### src/rtl/fpg_pkg.sv
package fpg_pkg;

    typedef enum logic [1:0] {
        ACC_READ  = 2'd0,
        ACC_WRITE = 2'd1,
        ACC_FETCH = 2'd2,
        ACC_NONE  = 2'd3
    } acc_kind_e;

    typedef struct packed {
        logic boot;
        logic cert;
        logic priv;
        logic immut;
    } page_class_t;

endpackage

### src/rtl/fpg_page_classify.sv
module fpg_page_classify #(
    parameter int PAGE_W   = 9,
    parameter int REGION_W = 6,
    parameter int SIZE_W   = 2
) (
    input  logic [SIZE_W-1:0]   size_code,
    input  logic [PAGE_W-1:0]   page,
    output fpg_pkg::page_class_t pclass
);
    localparam int OFS_MAX  = (1 << REGION_W) - 1;
    localparam int OFS_CERT = OFS_MAX - 1;
    localparam int GRP_LO   = (OFS_MAX - 19) >> 2;
    localparam int GRP_HI   = (OFS_MAX - 3) >> 2;
    localparam int HI_W     = PAGE_W - REGION_W;

    logic [PAGE_W-1:0]   top_mask;
    logic [PAGE_W-1:0]   pg;
    logic [REGION_W-1:0] ofs;
    logic                in_top;
    logic                grp_lo_hit;
    logic                grp_hi_hit;

    always_comb begin
        top_mask = '0;
        for (int i = 0; i < PAGE_W; i++) begin
            if (i < REGION_W + int'(size_code)) begin
                top_mask[i] = 1'b1;
            end
        end
        pg     = page & top_mask;
        ofs    = pg[REGION_W-1:0];
        in_top = (pg[PAGE_W-1:REGION_W] == top_mask[PAGE_W-1:REGION_W]);

        grp_lo_hit = (ofs[REGION_W-1:2] == (REGION_W-2)'(GRP_LO));
        grp_hi_hit = (ofs[REGION_W-1:2] == (REGION_W-2)'(GRP_HI));

        pclass.boot  = in_top && (ofs == REGION_W'(OFS_MAX));
        pclass.cert  = in_top && (ofs == REGION_W'(OFS_CERT));
        pclass.priv  = in_top && (grp_lo_hit || grp_hi_hit);
        pclass.immut = in_top && (grp_lo_hit || (ofs == REGION_W'(OFS_MAX)));
    end

    logic unused_hi;
    assign unused_hi = ^HI_W;

endmodule

### src/rtl/fpg_cfg_reg.sv
module fpg_cfg_reg #(
    parameter int          DATA_W    = 8,
    parameter int          SIZE_W    = 2,
    parameter logic [7:0]  KEEP_MASK = 8'h33
) (
    input  logic              clk,
    input  logic              rst_n,
    input  logic              wr_en,
    input  logic              wr_priv,
    input  logic [DATA_W-1:0] wr_data,
    output logic [DATA_W-1:0] cfg,
    output logic [SIZE_W-1:0] size_code
);
    localparam logic [DATA_W-1:0] KEEP = DATA_W'(KEEP_MASK);

    typedef struct packed {
        logic [DATA_W-1:0] cfg;
    } cfg_state_t;

    cfg_state_t st_d, st_q;

    always_comb begin
        st_d = st_q;
        if (wr_en && wr_priv) begin
            st_d.cfg = wr_data & KEEP;
        end
    end

    always_ff @(posedge clk) begin
        if (!rst_n) begin
            st_q <= '0;
        end else begin
            st_q <= st_d;
        end
    end

    assign cfg       = st_q.cfg;
    assign size_code = st_q.cfg[SIZE_W-1:0];

endmodule

### src/rtl/fpg_unlock_ctrl.sv
module fpg_unlock_ctrl (
    input  logic clk,
    input  logic rst_n,
    input  logic fetch_seen,
    input  logic fetch_priv,
    input  logic lock_req,
    input  logic unlock_req,
    output logic unlocked,
    output logic exec_priv,
    output logic refused
);
    typedef struct packed {
        logic unlocked;
        logic exec_priv;
    } unl_state_t;

    unl_state_t st_d, st_q;

    always_comb begin
        st_d    = st_q;
        refused = 1'b0;
        if (lock_req) begin
            st_d.unlocked = 1'b0;
        end else if (unlock_req) begin
            if (st_q.exec_priv) begin
                st_d.unlocked = 1'b1;
            end else begin
                refused = 1'b1;
            end
        end
        if (fetch_seen) begin
            st_d.exec_priv = fetch_priv;
        end
    end

    always_ff @(posedge clk) begin
        if (!rst_n) begin
            st_q <= '0;
        end else begin
            st_q <= st_d;
        end
    end

    assign unlocked  = st_q.unlocked;
    assign exec_priv = st_q.exec_priv;

endmodule

### src/rtl/flash_page_guard.sv
module flash_page_guard #(
    parameter int PAGE_W   = 9,
    parameter int REGION_W = 6,
    parameter int SIZE_W   = 2,
    parameter int DATA_W   = 8
) (
    input  logic              clk,
    input  logic              rst_n,
    input  logic              cfg_we,
    input  logic              cfg_priv,
    input  logic [DATA_W-1:0] cfg_wdata,
    output logic [DATA_W-1:0] cfg_rdata,
    input  logic              acc_valid,
    input  logic [1:0]        acc_kind,
    input  logic [PAGE_W-1:0] acc_page,
    input  logic [DATA_W-1:0] acc_rdata_in,
    input  logic              lock_req,
    input  logic              unlock_req,
    output logic [DATA_W-1:0] rdata_out,
    output logic              rd_censor,
    output logic              wr_block,
    output logic              viol,
    output logic              unlock_ok,
    output logic              flash_unlocked
);
    import fpg_pkg::*;

    localparam logic [DATA_W-1:0] CENSOR_FILL = '1;

    typedef struct packed {
        logic [DATA_W-1:0] rdata;
        logic              censor;
        logic              block;
        logic              viol;
    } acc_out_t;

    logic [SIZE_W-1:0] size_code;
    page_class_t       pclass;
    acc_kind_e         kind;
    logic              is_read, is_write, is_fetch;
    logic              refused;
    acc_out_t          out_d, out_q;

    fpg_cfg_reg #(
        .DATA_W (DATA_W),
        .SIZE_W (SIZE_W)
    ) u_cfg (
        .clk       (clk),
        .rst_n     (rst_n),
        .wr_en     (cfg_we),
        .wr_priv   (cfg_priv),
        .wr_data   (cfg_wdata),
        .cfg       (cfg_rdata),
        .size_code (size_code)
    );

    fpg_page_classify #(
        .PAGE_W   (PAGE_W),
        .REGION_W (REGION_W),
        .SIZE_W   (SIZE_W)
    ) u_cls (
        .size_code (size_code),
        .page      (acc_page),
        .pclass    (pclass)
    );

    assign kind     = acc_kind_e'(acc_kind);
    assign is_read  = acc_valid && (kind == ACC_READ);
    assign is_write = acc_valid && (kind == ACC_WRITE);
    assign is_fetch = acc_valid && (kind == ACC_FETCH);

    fpg_unlock_ctrl u_unl (
        .clk        (clk),
        .rst_n      (rst_n),
        .fetch_seen (is_fetch),
        .fetch_priv (pclass.priv),
        .lock_req   (lock_req),
        .unlock_req (unlock_req),
        .unlocked   (flash_unlocked),
        .exec_priv  (unlock_ok),
        .refused    (refused)
    );

    always_comb begin
        out_d        = '0;
        out_d.censor = is_read && pclass.cert;
        if (is_read || is_fetch) begin
            out_d.rdata = out_d.censor ? CENSOR_FILL : acc_rdata_in;
        end
        out_d.block = is_write && (!flash_unlocked || pclass.immut);
        out_d.viol  = out_d.block || refused;
    end

    always_ff @(posedge clk) begin
        if (!rst_n) begin
            out_q <= '0;
        end else begin
            out_q <= out_d;
        end
    end

    assign rdata_out = out_q.rdata;
    assign rd_censor = out_q.censor;
    assign wr_block  = out_q.block;
    assign viol      = out_q.viol;

    logic unused_boot;
    assign unused_boot = pclass.boot;

endmodule

### config.mk
export PLATFORM = sky130hd
export DESIGN_NAME = flash_page_guard
export DESIGN_NICKNAME = d
export VERILOG_FILES = /design/src/rtl/fpg_pkg.sv /design/src/rtl/fpg_page_classify.sv /design/src/rtl/fpg_cfg_reg.sv /design/src/rtl/fpg_unlock_ctrl.sv /design/src/rtl/flash_page_guard.sv
export SDC_FILE = /design/constraint.sdc
export NUM_CORES = 1
export LEC_CHECK = 0
export BUFFER_PORTS_ARGS = -buffer_cell sky130_fd_sc_hd__buf_4
export CAP_MARGIN = 0
export CORE_MARGIN = 1
export CORE_UTILIZATION = 37
export CTS_CLUSTER_DIAMETER = 40
export CTS_CLUSTER_SIZE = 16
export DETAILED_ROUTE_END_ITERATION = 7
export PLACE_DENSITY = 0.76
export SYNTH_ARGS = -nofsm -noshare
export SYNTH_HDL_FRONTEND = slang
export SYNTH_SLANG_ARGS = --single-unit
### constraint.sdc
create_clock -name clk -period 1.7 [get_ports clk]
set_clock_uncertainty 0.2 [all_clocks]
set_input_delay 0.255 -clock clk [delete_from_list [all_inputs] [get_ports clk]]
set_output_delay 0.255 -clock clk [all_outputs]
set_load 0.05 [all_outputs]
# Yosys cells after proc, flatten, opt, wreduce, memory -nomap -nowiden
# Index checks and enable logic that the tools add are counted.
# word_totals
rom_bits	0
wordCells	58
latchBits	0
register_bits	17
output_inout_bits	21
n_memories	0
ramBits	0
# classes
bitwise	2
div_mod_pow	0
magnitude_cmp	9
shifts	0
eq_ne	7
n_mux	13
add_sub_neg	1
mul	0
reduce_logical	19
# ops
op	count
4-bit by 32-bit < comparator with 1-bit output, first input constant	4
3-bit by 32-bit < comparator with 1-bit output, first input constant	2
2-bit by 32-bit < comparator with 1-bit output, first input constant	1
5-bit by 32-bit < comparator with 1-bit output, first input constant	1
6-bit == test, second input constant	2
1-bit 2-to-1 mux	12
9-bit AND	1
1-bit logical AND	9
4-bit == test, second input constant	2
8-bit 2-to-1 mux	1
1-bit logical OR	5
3-bit by 2-bit adder with 4-bit output, first input constant	1
1-bit by 4-bit < comparator with 1-bit output, first input constant	1
2-bit AND reduction	2
3-bit == test	1
2-bit by 1-bit == test with 1-bit output, second input constant	1
2-bit == test, second input constant	1
2-bit logical NOT	1
2-bit OR reduction	1
1-bit logical NOT	1
1-bit NOT	1

# Logic depth before layout (Yosys ltp)
# logic_depth
depth_word	10
mapped_depth	5
mapped_depth_nobuf	4

# Modules after synthesis
# A second synthesis with hierarchy kept.
# hier_totals
cells_unflattened	81
area_unflattened_um2	775.7
# modules_own_cells
mod	cells_per_inst	area_each_um2	instances	seq_area_each_um2
flash_page_guard	37	405.4	1	220.2
fpg_cfg_reg	25	217.7	1	80.1
fpg_unlock_ctrl	7	81.3	1	40.0
fpg_page_classify	12	71.3	1	0.0

# Worst setup path before layout
# OpenSTA, ideal clock, no wires.
# synth_timing
path_kind	reg2reg
start	register u_cfg.st_q (netlist bit u_cfg.cfg[1])
end	register out_q (netlist bit rdata_out[0])
t_arrival_ns	1.427
synth_period_minus_slack_ns	1.742
stages_incl_launch_ff	5
path_slack_ns	-0.042
t_required_ns	1.385
cell_sequence	dfxtp_1 inv_1 o21ai_0 a211oi_4 o21a_1
# synth_via
elab_chain_cells	8
elab_cells_between_ends	25
cone_classes	add/sub (1); order compare (9); eq/ne (2); mux (10); bitwise (1); reduce/logical (2)
# synth_rtl
item	line_no	source
start: declaration	fpg_cfg_reg.sv:20	cfg_state_t st_d, st_q;
start signal: assignment	fpg_cfg_reg.sv:33	st_q <= st_d;
3-bit by 2-bit adder with 4-bit output *	fpg_page_classify.sv:26	if (i < REGION_W + int'(size_code)) begin
2-bit by 32-bit < comparator with 1-bit output (tied with other cells)	fpg_page_classify.sv:26	
1-bit 2-to-1 mux	fpg_page_classify.sv:26	
9-bit AND	fpg_page_classify.sv:30	pg = page & top_mask;
6-bit == test / 3-bit == test (equally long branches)	fpg_page_classify.sv:38, fpg_page_classify.sv:32	
1-bit logical AND *	fpg_page_classify.sv:38	pclass.cert = in_top && (ofs == REGION_W'(OFS_CERT));
1-bit logical AND *	flash_page_guard.sv:86	out_d.censor = is_read && pclass.cert;
8-bit 2-to-1 mux *	flash_page_guard.sv:88	out_d.rdata = out_d.censor ? CENSOR_FILL : acc_rdata_in;
end signal: assignment	flash_page_guard.sv:98	out_q <= out_d;
end: declaration	flash_page_guard.sv:42	acc_out_t out_d, out_q;
# Every way passes the cells marked *; elsewhere a longest branch is shown, timed or not.
# A chain may end at the register's enable or synchronous reset.

# Worst setup path after layout
# layout_timing
start	register u_cfg.st_q (netlist bit u_cfg.cfg[1])
end	register out_q (netlist bit rd_censor)
# layout_via
elab_chain_cells	7
elab_cells_between_ends	24
cone_classes	add/sub (1); order compare (9); eq/ne (2); mux (9); bitwise (1); reduce/logical (2)
# layout_rtl
item	line_no
3-bit by 2-bit adder with 4-bit output *	fpg_page_classify.sv:26
2-bit by 32-bit < comparator with 1-bit output (tied with other cells)	fpg_page_classify.sv:26
1-bit 2-to-1 mux	fpg_page_classify.sv:26
9-bit AND	fpg_page_classify.sv:30
6-bit == test / 3-bit == test (equally long branches)	fpg_page_classify.sv:38, fpg_page_classify.sv:32
1-bit logical AND *	fpg_page_classify.sv:38
1-bit logical AND *	flash_page_guard.sv:86
# Marked as above.

==> out/metrics.yaml <==
placed_design:
  place_ws_ns: 0.1448
  numPortBuffers: 46
  place_hpwl_mm: 1.295
  gp_congestion: 0.7868
  placed_cell_area_um2: 1046
timing:
  fin_crit_sh_pct: 86.77
  hold_viol: 0
  drv_slew: 0
  finalSetupViolCount: 0
  whs_ns: 0.003047
  tns_ns: 0
  max_freq_mhz: 678.0
  fin_crit_ns: 1.475
  grt_setup_unrepaired: "no"
  fin_ws_ns: 0.2250
worst_setup_path:
  worstPathArrival_ns: 1.51
  max_stage_delay_ns: 0.48
  slowest_stage: "a211oi_4"
  crit_type: "flop to flop"
  start_kind: "flop"
  path_delay_family: "compound AO/OA/AOI/OAI gates"
  path_buf_inv: 1
  critPathCaptureType: "flop"
  cp_cell_sequence: "inv_1 -> o21ai_0 -> a211oi_4 -> and2_1"
  cp.required_ns: 1.73
  crit_fanout: 9
synth:
  yosysTopAreaCell: "dfxtp_1"
  synth_seq_cells: 17
  avgSynthCellArea_um2: 9.938
  async_reset_ff_share_pct: 0
  yosys-top-cells-area: "dfxtp_1 49%, o21a_1 8.6%, nand3_1 4.3%"
  synth.most_common_cell: "dfxtp_1"
  ys_types: 24
  yosys-top-cells-count: "17 x dfxtp_1, 8 x o21a_1, 7 x nand2_1"
  synthFlopType: "dfxtp_1"
  netlist.area_leader.share_pct: 48.92
  ys_seq_area_share_pct: 48.92
  yosys_warnings: 0
  synth_edf_count: 0
  synth_cells: 70
  synth_area_um2: 695.7
pwr:
  netSwitchingFraction_pct: 27.87
  intPower_w: 0.0005865
  p_comb_share_pct: 23.3
  fin_total_pwr_w: 0.0008132
  cellLeakagePower_nw: 0.5216
  power_switching_w: 0.0002266
  p_clk_share_pct: 25.5
  seq_power_share_pct: 51.1
  p_per_area_nw_per_um2: 705.6
  max-vdd-ir-drop_mv: 0.4126
clocking:
  cts_tree: "built"
  insertion_delay_ns: 0.28
  clk_pin_slew_ns: 0.09
  cts_setup_buffers: 0
  cts-resized-gates: 0
  clock-sinks: 17
  ctsHtreeMaxLevel: 1
  clockBufferDepth: 2
  holdBufCountCts: 8
  numCtsBuffers: 3
  cts-root-buf: "clkbuf_4"
routing:
  drt.antenna.violating_nets: 0
  wl_mm: 1.677
  via_count: 702
  drt_iter0_drc: 3
  via_per_inst: 4.680
  wl_per_cell_um: 11.18
  drc: 0
  dr.pass1.iters: 4
global_route:
  first_global_vias: 614
  antenna_found_initial: 0
  grt_pass1_wl_mm: 2.525
  grt_max_degree: 12
  grt_usage_pct: 16.99
  grt_remaining_overflow: 0
flow_run:
  max_cap_violations: 0
status:
  run_status: "finished, final reports clean"
layout:
  syn_to_final_growth_pct: 65.65
  antenna_cells: 0
  num-nets-final: 160
  postLayoutCellArea_um2: 1152
  drive_gt1_share_pct: 43.20
floorplan:
  num_rows: 15
  ios: 55
  core_area_um2: 1745
  die_w_um: 45.36
  dieArea_um2: 2058
  die_h_um: 45.36
  start_util_pct: 39.86
worst_hold_path:
  hp-class: "primary input to flop"
per-layer routing:
layer,vias to the layer above,wire (µm),track usage (%)
li1,345,-,-
met5,-,0,0
met4,0,21,7.273
met2,30,905,31.30
met3,4,89,2.400
met1,323,661,19.21
placed cells by master (no fill, tap or decap), types with 2 or more instances in the layout:
master	instances
a21boi_0	4
a21o_1	2
and2_1	2
buf_4	46
clkbuf_4	3
conb_1	4
dfxtp_1	16
dlygate4sd3_1	8
nand2_1	7
nand3_1	6
nor2_1	3
o21a_1	8
o21ai_0	3
layout make-up:
class / instances / area (µm²)
Inverter: 1 / 3.754
Sequential cell: 17 / 341.6
Clock buffer: 4 / 26.28
Multi-Input combinational cell: 49 / 324.1
Tap cell: 25 / 31.28
Timing Repair Buffer: 54 / 425.4
Fill cell: 167 / 593.1
power groups by stage:
stage / clock network [W] / registers (W) / logic, W
floorplan: 0 / 0.000467 / 0.0000588
global placement: 0 / 0.000425 / 0.000172
detailed placement: 0 / 0.000425 / 0.000175
CTS: 0.000219 / 0.000416 / 0.000190
global route: 0.000232 / 0.000417 / 0.000202
finish: 0.000208 / 0.000416 / 0.000190
flip-flops by register name, summed over array words and instances, names as in the netlist:
| signal | count |
|---|---|
| rd_censor | 1 |
| u_unl.unlocked | 1 |
| wr_block | 1 |
| u_unl.exec_priv | 1 |
| rdata_out | 8 |
| u_cfg.cfg | 4 |
| viol | 1 |
kinds of logic (layout without fill, tap and decap cells):
group	after synthesis	after routing	synth area share [%]
and+or+nand+nor	24	24	21.40
buffers and inverters	7	59	6.114
other	1	4	0.5391
AOI/OAI and AO/OA	21	21	23.02
DFF	17	17	48.92
worst paths after layout:
check | slack [ns] | startpoint | depth (start not counted) | to
hold reg to reg | 0.27 | u_cfg.cfg[5] | 2 | u_cfg.cfg[5]
setup / recovery | 0.22 | u_cfg.cfg[1] | 4 | rd_censor
hold / removal | 0.003 | acc_rdata_in[3] | 2 | rdata_out[3]
setup reg to reg | 0.22 | u_cfg.cfg[1] | 4 | rd_censor
through the flow:
stage	util, %	std cells
global route	66.02	150
finish	66.02	150
CTS	66.02	150
detailed placement	59.93	138
global placement	59.93	138
floorplan	-	73
(Power assumes the default switching activity.)
